<file path="src/rtl/tval_pkg.sv">
package tval_pkg;
    localparam logic [11:0] TVAL_CSR_NUM = 12'h343;

    typedef enum logic [1:0] {
        CAP_HOLD,
        CAP_ADDR,
        CAP_INSN
    } cap_kind_e;

    typedef enum logic [1:0] {
        SRC_KEEP,
        SRC_ADDR,
        SRC_INSN,
        SRC_SOFT
    } src_e;
endpackage

</file>
<file path="src/rtl/tval_cause_decode.sv">
module tval_cause_decode
    import tval_pkg::*;
#(
    parameter int unsigned CODE_W = 4
) (
    input  logic              irq,
    input  logic [CODE_W-1:0] code,
    output cap_kind_e         kind
);
    always_comb begin
        kind = CAP_HOLD;
        if (!irq) begin
            unique case (int'(code))
                0, 1, 3, 4, 5, 6, 7: kind = CAP_ADDR;
                2:                   kind = CAP_INSN;
                default:             kind = CAP_HOLD;
            endcase
        end
    end
endmodule

</file>
<file path="src/rtl/tval_insn_format.sv">
module tval_insn_format #(
    parameter int unsigned XLEN         = 32,
    parameter int unsigned IBUF_W       = 32,
    parameter bit          CAPTURE_INSN = 1'b1
) (
    input  logic [IBUF_W-1:0] insn,
    output logic [XLEN-1:0]   value
);
    localparam int unsigned HALF_W = 16;

    logic              is_short;
    logic [IBUF_W-1:0] shaped;
    logic [XLEN-1:0]   fitted;

    assign is_short = (insn[1:0] != 2'b11);
    assign shaped   = is_short ? IBUF_W'(insn[HALF_W-1:0]) : insn;

    generate
        if (XLEN >= IBUF_W) begin : g_widen
            assign fitted = XLEN'(shaped);
        end else begin : g_trunc
            assign fitted = shaped[XLEN-1:0];
        end
    endgenerate

    assign value = (CAPTURE_INSN != 1'b0) ? fitted : '0;
endmodule

</file>
<file path="src/rtl/tval_capture.sv">
module tval_capture
    import tval_pkg::*;
#(
    parameter int unsigned XLEN         = 32,
    parameter int unsigned IBUF_W       = 32,
    parameter int unsigned CODE_W       = 4,
    parameter bit          CAPTURE_INSN = 1'b1
) (
    input  logic              clk,
    input  logic              rst_n,
    input  logic              trap_valid,
    input  logic              trap_irq,
    input  logic [CODE_W-1:0] trap_code,
    input  logic [XLEN-1:0]   fault_addr,
    input  logic [IBUF_W-1:0] insn_buf,
    input  logic [11:0]       csr_addr,
    input  logic              csr_we,
    input  logic [XLEN-1:0]   csr_wdata,
    output logic [XLEN-1:0]   csr_rdata,
    output logic [XLEN-1:0]   tval
);
    cap_kind_e       kind;
    src_e            src;
    logic [XLEN-1:0] insn_value;
    logic [XLEN-1:0] tval_d;
    logic [XLEN-1:0] tval_q;
    logic            csr_hit;
    logic            csr_wr;

    tval_cause_decode #(.CODE_W(CODE_W)) u_decode (
        .irq  (trap_irq),
        .code (trap_code),
        .kind (kind)
    );

    tval_insn_format #(
        .XLEN         (XLEN),
        .IBUF_W       (IBUF_W),
        .CAPTURE_INSN (CAPTURE_INSN)
    ) u_format (
        .insn  (insn_buf),
        .value (insn_value)
    );

    assign csr_hit = (csr_addr == TVAL_CSR_NUM);
    assign csr_wr  = csr_we && csr_hit;

    always_comb begin
        src = SRC_KEEP;
        if (trap_valid && kind == CAP_ADDR) begin
            src = SRC_ADDR;
        end else if (trap_valid && kind == CAP_INSN) begin
            src = SRC_INSN;
        end else if (csr_wr) begin
            src = SRC_SOFT;
        end
    end

    always_comb begin
        unique case (src)
            SRC_ADDR: tval_d = fault_addr;
            SRC_INSN: tval_d = insn_value;
            SRC_SOFT: tval_d = csr_wdata;
            default:  tval_d = tval_q;
        endcase
    end

    always_ff @(posedge clk) begin
        if (!rst_n) begin
            tval_q <= '0;
        end else begin
            tval_q <= tval_d;
        end
    end

    assign tval      = tval_q;
    assign csr_rdata = csr_hit ? tval_q : '0;

    assert_addr_load_R2: assert property (@(posedge clk) disable iff (!rst_n)
        (trap_valid && !trap_irq && (int'(trap_code) <= 7) && (int'(trap_code) != 2))
        |=> (tval == $past(fault_addr)));

    assert_short_insn_R3: assert property (@(posedge clk) disable iff (!rst_n)
        ((CAPTURE_INSN != 1'b0) && (XLEN >= 16) && trap_valid && !trap_irq &&
         (int'(trap_code) == 2) && (insn_buf[1:0] != 2'b11))
        |=> (tval == XLEN'($past(insn_buf[15:0]))));

    assert_nocap_zero_R5: assert property (@(posedge clk) disable iff (!rst_n)
        ((CAPTURE_INSN == 1'b0) && trap_valid && !trap_irq && (int'(trap_code) == 2))
        |=> (tval == '0));

    assert_hold_R6: assert property (@(posedge clk) disable iff (!rst_n)
        (!(trap_valid && !trap_irq && (int'(trap_code) <= 7)) &&
         !(csr_we && csr_addr == TVAL_CSR_NUM))
        |=> $stable(tval));

    assert_trap_wins_R8: assert property (@(posedge clk) disable iff (!rst_n)
        (trap_valid && !trap_irq && (int'(trap_code) <= 7) && csr_we &&
         csr_addr == TVAL_CSR_NUM)
        |=> (tval == ((int'($past(trap_code)) == 2) ? $past(insn_value) : $past(fault_addr))));
endmodule

</file>
<file path="config.mk">
export PLATFORM = sky130hd
export DESIGN_NAME = tval_capture
export DESIGN_NICKNAME = d
export VERILOG_FILES = /design/src/rtl/tval_pkg.sv /design/src/rtl/tval_cause_decode.sv /design/src/rtl/tval_insn_format.sv /design/src/rtl/tval_capture.sv
export SDC_FILE = /design/constraint.sdc
export NUM_CORES = 1
export LEC_CHECK = 0
export BUFFER_PORTS_ARGS = -buffer_cell sky130_fd_sc_hd__buf_2
export CORE_UTILIZATION = 36
export DETAILED_ROUTE_END_ITERATION = 6
export PLACE_DENSITY_LB_ADDON = 0.08
export SLEW_MARGIN = 25
export SYNTH_ARGS = -nofsm -noshare
export SYNTH_HDL_FRONTEND = slang
export SYNTH_HIERARCHICAL = 1
export SYNTH_SLANG_ARGS = --single-unit
</file>
<file path="constraint.sdc">
create_clock -name clk -period 1.8 [get_ports clk]
set_input_delay 0.45 -clock clk [delete_from_list [all_inputs] [get_ports clk]]
set_output_delay 0.45 -clock clk [all_outputs]
set_load 0.03 [all_outputs]
</file>
* After elaboration in Yosys (flattened, before gate mapping) *
Memory sizes are Yosys's and may differ from the RTL's.
Index checks and enable logic that the tools add are counted.

storage, ports and cells
  bits in registers = 32
  bits in read-only memories = 16
  bits of input ports = 117
  output and inout bits = 64
  word-level logic and storage cells = 21
  memories = 1

memories
  name              depth  width  rd ports  clocked after Yosys merged registers in  write ports  line                     text
  (name not given)  8      2      1         0                                        0            tval_cause_decode.sv:13  unique case (int'(code))

operators by class
  equal/unequal tests = 7
  muxes and demuxes = 8
  reductions and logical operators = 4

operators with widths
  kind                    count
  $pmux W32 S3            1
  $mux W32                2
  $eq A12 B10 Y1 const B  1
  $mux W2                 5
  $eq A2 B2 Y1 const B    3
  $eq A2 B1 Y1 const B    2
  $logic_and A1 B1 Y1     3
  $reduce_bool A3 Y1      1
  $ne A2 B2 Y1 const B    1

* Depth between registers and ports, before layout *
Gate-level depths: netlist of run 1.
An unclocked memory read counts as a cell.

  word-level depth = 9
  mapped depth = 7
  gate-level depth less buffers = 6

* Hierarchy *
Netlist of run 1, hierarchy kept.

modules (own cells, without submodules)
  module             instances  cells each  area an instance (um^2)  seq. area each (um^2)
  tval_capture       1          255         2,028.2                  640.6
  tval_insn_format   1          34          246.5                    0.0
  tval_cause_decode  1          4           27.5                     0.0

* Worst setup path after synthesis of run 1 *
No wires, ideal clock.

  kind = input to output
  start = input port csr_addr[5]
  end = output port csr_rdata[10]
  data arrival time = 1.473 ns
  required time = 1.350 ns
  path slack = -0.123 ns
  stages on the path = 4
  buffers on the path = 1
  cell sequence = nor4_4 -> and3_2 -> clkbuf_1 -> and2_1

on the way
  longest elaborated chain between the ends = 2

ends and longest elaborated chain
  item                line                text
  start: declaration  tval_capture.sv:16  input logic [11:0] csr_addr,
  $eq A12 B10 Y1      tval_capture.sv:45  assign csr_hit = (csr_addr == TVAL_CSR_NUM);
  $mux W32            tval_capture.sv:77  assign csr_rdata = csr_hit ? tval_q : '0;
  end: declaration    tval_capture.sv:19  output logic [XLEN-1:0] csr_rdata,

Every way passes these cells.

* Worst setup path after layout of run 1 *
  start = input port csr_addr[4]
  end = output port csr_rdata[6]

Same word-level chain as after synthesis.

==> results of run 1 <==
[area by class of cell]
class / count / area (sq um)
timing repair buffer: 197 / 1320
tap: 75 / 93.8
clock buffer: 8 / 90.1
fill: 593 / 2460
sequential: 32 / 641
multi-input combinational: 221 / 1460
[per-layer routing]
| layer | vias to the layer above | global-route usage, % |
|---|---|---|
| met1 | 1206 | 25.0 |
| met3 | 8 | 4.22 |
| li1 | 1329 | - |
| met4 | 0 | 6.49 |
| met5 | - | 0 |
| met2 | 108 | 40.2 |
[repair_timing]
item,4_1_cts,5_1_grt
pin swaps,2,3
resized for setup,67,3
setup buffers,1,0
setup endpoints to repair,32,32
[cell usage in the layout (no fill, tap or decap), drive strengths merged, types with 2 or more instances in the layout]
cell    instances
a31oi          32
and2           32
and3           18
buf           197
clkbuf          8
dfxtp          32
mux2           32
nand2          65
nor2            2
o21ai          32
[where the power goes]
| group | leakage (nW) | switching (W) | internal, W |
|---|---|---|---|
| Sequential | 0.262 | 0.0000308 | 0.000751 |
| Clock | 0.0455 | 0.000258 | 0.000312 |
| Combinational | 1.48 | 0.000220 | 0.000207 |
| Total | 1.79 | 0.000509 | 0.00127 |
[per-stage QoR]
| stage | power (W) | TNS, ps | hold slack, ps |
|---|---|---|---|
| after global placement | 0.00121 | -9420 | 472 |
| after global routing | 0.00188 | -6990 | 423 |
| after detailed placement | 0.00122 | -11620 | 474 |
| after CTS | 0.00180 | -5160 | 413 |
| after floorplan | 0.00104 | -323 | 588 |
| final | 0.00178 | -4890 | 426 |
[worst register-to-register path: stages, from the launching register on]
cell and delay [ps]:
dfxtp_1 360, nand2_1 70, a31oi_1 170
[cell families after synthesis]
family | count (synthesis) | share of synthesized area (%)
simple gates | 123 | 28.4
compound gates | 65 | 16.1
buf+inv | 40 | 11.6
mux | 32 | 15.7
flops | 32 | 27.8
xor+xnor | 1 | 0.381
[path summary, 6_finish.rpt]
path / startpoint / endpoint / slack (ps)
setup reg to reg: tval[3] / tval[3] / 1130
setup / recovery: csr_addr[4] / csr_rdata[6] / -170
hold reg to reg: tval[29] / tval[29] / 480
hold / removal: csr_wdata[2] / tval[2] / 430
==> impl_results.rst, run 1 <==
.. list-table::
   :header-rows: 1

   * - Metric
     - Value
   * - Run status
     - complete, but fails checks
   * - Failing checks
     - negative setup slack
   * - Critical Path Most Common Cell
     - buf_6
   * - Initial core utilization
     - 38.0%
   * - Highest net fanout along the worst path
     - 16
   * - Remaining design rule violation count
     - 0
   * - Slack of the critical path
     - -172 ps
   * - Unique cell type count in the Yosys netlist
     - 24
   * - I/O pin cnt
     - 181
   * - Crit path max-delay family
     - simple AND/OR/NAND/NOR gates
   * - Total standard cell area after synthesis
     - 0.00230 sq mm
   * - Number of buffer and inverter instances along the worst setup path
     - 3
   * - Vert. Die Dim
     - 82.0 microns
   * - Power density over cell area
     - 494 mW/mm^2
   * - Met3 WL
     - 473 microns
   * - Number of vias in the routed layout
     - 2651
   * - TritonCTS sink count
     - 32
   * - Relative slew slack
     - 66.7%
   * - CTS H-Tree Depth
     - 2
   * - Summed area of non-filler cells in the final layout
     - 0.00360 sq mm
   * - Placed cell areas
     - 0.00328 sq mm
   * - Cell taking the most area after synthesis
     - dfxtp_1
   * - Synthesized area per cell
     - 7.86 sq um
   * - Number of buffers added to fix hold violations after cts
     - 0
   * - Routed length on met2
     - 3.91 mm
   * - Setup clock skew after layout
     - 0 ps
   * - Static leakage power
     - 1.79 nW
   * - Number of antenna violations at the first check in global routing
     - 0
   * - Hold crit path type
     - input port to flip-flop
   * - Die area
     - 0.00672 sq mm
   * - Share of Yosys cell area claimed by the top area cell type
     - 27.8%
   * - Synthesis-stage register bit count
     - 32
   * - Placer congestion estimate
     - 0.773
   * - Input/output buffers
     - 180
   * - ANT nets after route
     - 0
   * - Length in cells of the worst reg-to-reg path
     - 2
   * - Buffer cell driving the clock tree root
     - clkbuf_8
   * - List of most frequent post-synthesis cells
     - 65 x nand2_1, 32 x a31oi_1, 32 x and2_1, 32 x dfxtp_1, 32 x o21ai_0
   * - Drt first-iter violations
     - 79
   * - Max Slew Vio Count
     - 0
   * - Max Root-Sink Buffers
     - 2
   * - Fraction of the yosys area taken by sequential cells
     - 27.8%
   * - Worst slew pin tran
     - 499 ps
   * - Nets in the synthesized netlist
     - 410
   * - Share of layout cells above drive strength 1
     - 59.2%
   * - Element type at the critical path end
     - primary output
   * - Met1 wire length
     - 3.02 mm
   * - Drt via density
     - 4.97
   * - CP Cell Sequence
     - buf_6 > nor4_4 > and3_4 > buf_12 > and2_4 > buf_6
   * - Minimum period implied by the final worst setup slack
     - 1970 ps
   * - Site row count
     - 28
   * - Pin count of the biggest net entering global routing
     - 37
   * - Core footprint
     - 0.00606 sq mm
   * - EDFF count, synth
     - 0
   * - Net total in the final layout
     - 574
   * - Setup slack after placement
     - -276 ps
   * - Final hold viol count
     - 0
   * - Critical path launch point type
     - input port
   * - Worst-case vdd ir drop
     - 0.286 mV
   * - Non-filler instance count after layout
     - 533
   * - Setup Crit Path Kind
     - input port to primary output
   * - TritonRoute pass-1 iters
     - 4
   * - Clock tree from TritonCTS
     - yes
   * - Post-Route Utilization
     - 59.4%
   * - Gate Count Post-Synth
     - 293
   * - Proportion of synthesized flip-flops having asynchronous set or reset
     - 0%
   * - Largest cells by area after synthesis
     - dfxtp_1 28%, mux2_2 13%, nand2_1 11%
   * - Predominant post-synthesis flop cell
     - dfxtp_1
   * - Arr. time, crit path
     - 1520 ps
   * - Setup violation total in the final timing report
     - 32
   * - Critical Path Max Stage Delay
     - 280 ps
   * - Max Used Layer
     - met4
   * - Global-route wire length before repair
     - 11.1 mm
   * - Most frequent cell after synthesis
     - nand2_1
   * - Max FFs per register
     - 32
   * - Number of global-route vias before repair
     - 2362
   * - All-Layer GR Usage
     - 21.8%
   * - Logic depth of the worst path, buffers included
     - 6
   * - Critical path's slowest cell
     - nor4_4
   * - Estimated wirelength of the detail-placed design
     - 5.32 mm
   * - Wire length per cell
     - 14.0 microns
   * - Final Routed Wirelength
     - 7.45 mm
   * - GRT Residual Overflow
     - 0
   * - Die Span X
     - 82.0 microns
   * - Critical path data required time
     - 1350 ps
   * - Unrepaired setup endpoints after global routing
     - yes
   * - Placed insts
     - 524
   * - Number of clock buffers inserted by TritonCTS
     - 5
   * - Synthesis warning total
     - 6
   * - Highest attainable clock frequency
     - 507 MHz
   * - Final clock period utilization by the worst path
     - 110%
   * - Clk_lat worst skew
     - 280 ps
   * - Clock slew at the register clock pins of the worst setup and hold paths
     - 70 ps
   * - Count of antenna diodes in the layout
     - 0
   * - Cell count of the worst hold path
     - 3
   * - Number of max-cap violations
     - 0
   * - Area growth, synth to finish
     - 56.5%
Note: power is estimated with default switching activity, not from simulation.
==> run 2, diff against run 1 <==
--- a/config.mk
+++ b/config.mk
@@ -9,6 +9,7 @@
 export CORE_UTILIZATION = 36
 export DETAILED_ROUTE_END_ITERATION = 6
 export PLACE_DENSITY_LB_ADDON = 0.08
+export SETUP_SLACK_MARGIN = 0.4
 export SLEW_MARGIN = 25
 export SYNTH_ARGS = -nofsm -noshare
 export SYNTH_HDL_FRONTEND = slang
==> impl_results.rst, run 2 (synthesis results as in run 1) <==
.. list-table::
   :header-rows: 1

   * - Metric
     - Value
   * - Buffer cell driving the clock tree root
     - clkbuf_8
   * - Clk_lat worst skew
     - 280 ps
   * - Max FFs per register
     - 32
   * - Highest-count cells in the layout ignoring fill and taps
     - 142 x buf_2, 64 x nand2_1, 44 x buf_6
   * - Post-Route Utilization
     - 66.0%
   * - Static leakage power
     - 2.06 nW
   * - Number of antenna violations at the first check in global routing
     - 0
   * - Total power consumption of the routed design
     - 0.00182 W
   * - Power density over cell area
     - 455 mW/mm^2
   * - Final-layout worst hold slack
     - 417 ps
   * - Wire length per cell
     - 14.4 microns
   * - TritonRoute pass-1 iters
     - 4
   * - GRT Residual Overflow
     - 0
   * - Number of global-route vias before repair
     - 2492
   * - Global-route wire length before repair
     - 11.5 mm
   * - Max Slew Vio Count
     - 0
   * - Final clock period utilization by the worst path
     - 110%
   * - Critical path launch point type
     - input port
   * - Hold crit path type
     - input port to flip-flop
   * - Count of antenna diodes in the layout
     - 0
   * - Unrepaired setup endpoints after global routing
     - yes
   * - All-Layer GR Usage
     - 22.8%
   * - Die Span X
     - 82.0 microns
   * - Most common library cell in the layout ignoring fill and taps
     - buf_2
   * - Net total in the final layout
     - 576
   * - Global-route layer with the greatest usage
     - met2
   * - Minimum period implied by the final worst setup slack
     - 1980 ps
   * - Share of layout cells above drive strength 1
     - 68.6%
   * - Drt first-iter violations
     - 101
   * - Max Root-Sink Buffers
     - 2
   * - Initial core utilization
     - 38.0%
   * - Setup clock skew after layout
     - 0 ps
   * - Die area
     - 0.00672 sq mm
   * - Area growth, synth to finish
     - 73.7%
   * - Relative slew slack
     - 38.8%
   * - ANT nets after route
     - 0
   * - Layout filler cell count
     - 519
   * - Setup violation total in the final timing report
     - 32
   * - Estimated wirelength of the detail-placed design
     - 5.27 mm
   * - Critical Path Max Stage Delay
     - 310 ps
   * - Number of clock buffers inserted by TritonCTS
     - 5
   * - Register cell area after layout
     - 641 sq um
   * - Failing checks
     - negative setup slack
   * - Drt via density
     - 5.03
   * - Clock tree from TritonCTS
     - yes
   * - Worst-case vdd ir drop
     - 0.231 mV
   * - Worst slew pin tran
     - 918 ps
   * - Clock slew at the register clock pins of the worst setup and hold paths
     - 70 ps
   * - Highest attainable clock frequency
     - 504 MHz
   * - CTS H-Tree Depth
     - 2
   * - Placer congestion estimate
     - 0.764
   * - Critical path data required time
     - 1350 ps
   * - TritonCTS sink count
     - 32
   * - Area of the multi-input gates
     - 0.00174 sq mm
   * - Vert. Die Dim
     - 82.0 microns
   * - Element type at the critical path end
     - primary output
   * - Final Routed Wirelength
     - 7.69 mm
   * - Final hold viol count
     - 0
   * - Number of max-cap violations
     - 0
   * - Slack of the critical path
     - -183 ps
   * - Site row count
     - 28
   * - Number of buffers added to fix hold violations after cts
     - 0
   * - Core footprint
     - 0.00606 sq mm
   * - CP Cell Sequence
     - buf_2 > and4b_1 > and3_4 > buf_12 > and2_4 > buf_6
   * - Run status
     - complete, but fails checks
   * - Pin count of the biggest net entering global routing
     - 37
   * - Arr. time, crit path
     - 1530 ps
   * - Met1 Usage GRT
     - 26.4%
   * - Highest net fanout along the worst path
     - 24
   * - Routing usage on met3
     - 4.67%
   * - Remaining design rule violation count
     - 0
   * - Number of vias in the routed layout
     - 2686
   * - Setup Crit Path Kind
     - input port to primary output
   * - Routing usage on met2
     - 41.0%
   * - Critical path's slowest cell
     - and4b_1
   * - Input/output buffers
     - 180
   * - I/O pin cnt
     - 181
## run 2: cell count changes in the layout (fill, tap and decap cells not counted), moves of 3 or more
cell     before  now
mux2_2       26    0
mux2_4        0   32
and2_2       12    2
and2_4       18   30
mux2_1        6    0
o21ai_2       0   31
buf_6        34   44
o21ai_0      32    0
buf_4        11    3
buf_16        0    3
buf_2       146  142
## run 2: worst max-delay path, delay by kind of cell
family	cells	cell delay (ps)
buffers and inverters	3	370
AND/OR/NAND/NOR	3	700
## run 2: final timing paths
path	startpoint	end	slack [ps]	depth (start not counted)
max	csr_addr[11]	csr_rdata[7]	-180	6
min	csr_wdata[29]	tval[29]	420	3
max reg2reg	tval[26]	tval[26]	1140	2
min reg2reg	tval[15]	tval[15]	480	2
## run 2: final cells by class
class | count | share of cell area (%)
multi-input combinational | 221 | 43.4
timing repair buffer | 199 | 36.3
sequential | 32 | 16.0
tap | 75 | 2.35
clock buffer | 6 | 1.81
clock inverter | 1 | 0.125
## run 2: per-layer routing
| metal | up-vias | wire (microns) |
|---|---|---|
| met1 | 1201 | 3060 |
| met3 | 11 | 600 |
| met5 | - | 0 |
| li1 | 1347 | - |
| met4 | 0 | 131 |
| met2 | 127 | 3900 |
## run 2: what timing repair did
| action | 4_1_cts | 5_1_grt |
|---|---|---|
| setup buffers | 4 | 0 |
| setup endpoints to repair | 64 | 64 |
| cloned | 3 | 0 |
| pin swaps | 25 | 11 |
| resized for setup | 101 | 12 |
## run 2: metrics by stage
step / cell area [sq um] / std cells / TNS (ps) / worst slack (ps)
2_1_floorplan: 2580 / 293 / 0 / 39.0
3_3_place_gp: 3420 / 520 / -8160 / -249
3_5_place_dp: 3420 / 520 / -9230 / -275
4_1_cts: 3960 / 534 / -5000 / -175
5_1_grt: 4000 / 534 / -6860 / -241
6_report: 4000 / 534 / -5210 / -183
## run 2: power by group
group	switching [W]	total (W)	internal (W)
Clock	0.000264	0.000527	0.000263
Sequential	0.0000318	0.000782	0.000751
Combinational	0.000256	0.000509	0.000254
Total	0.000551	0.00182	0.00127
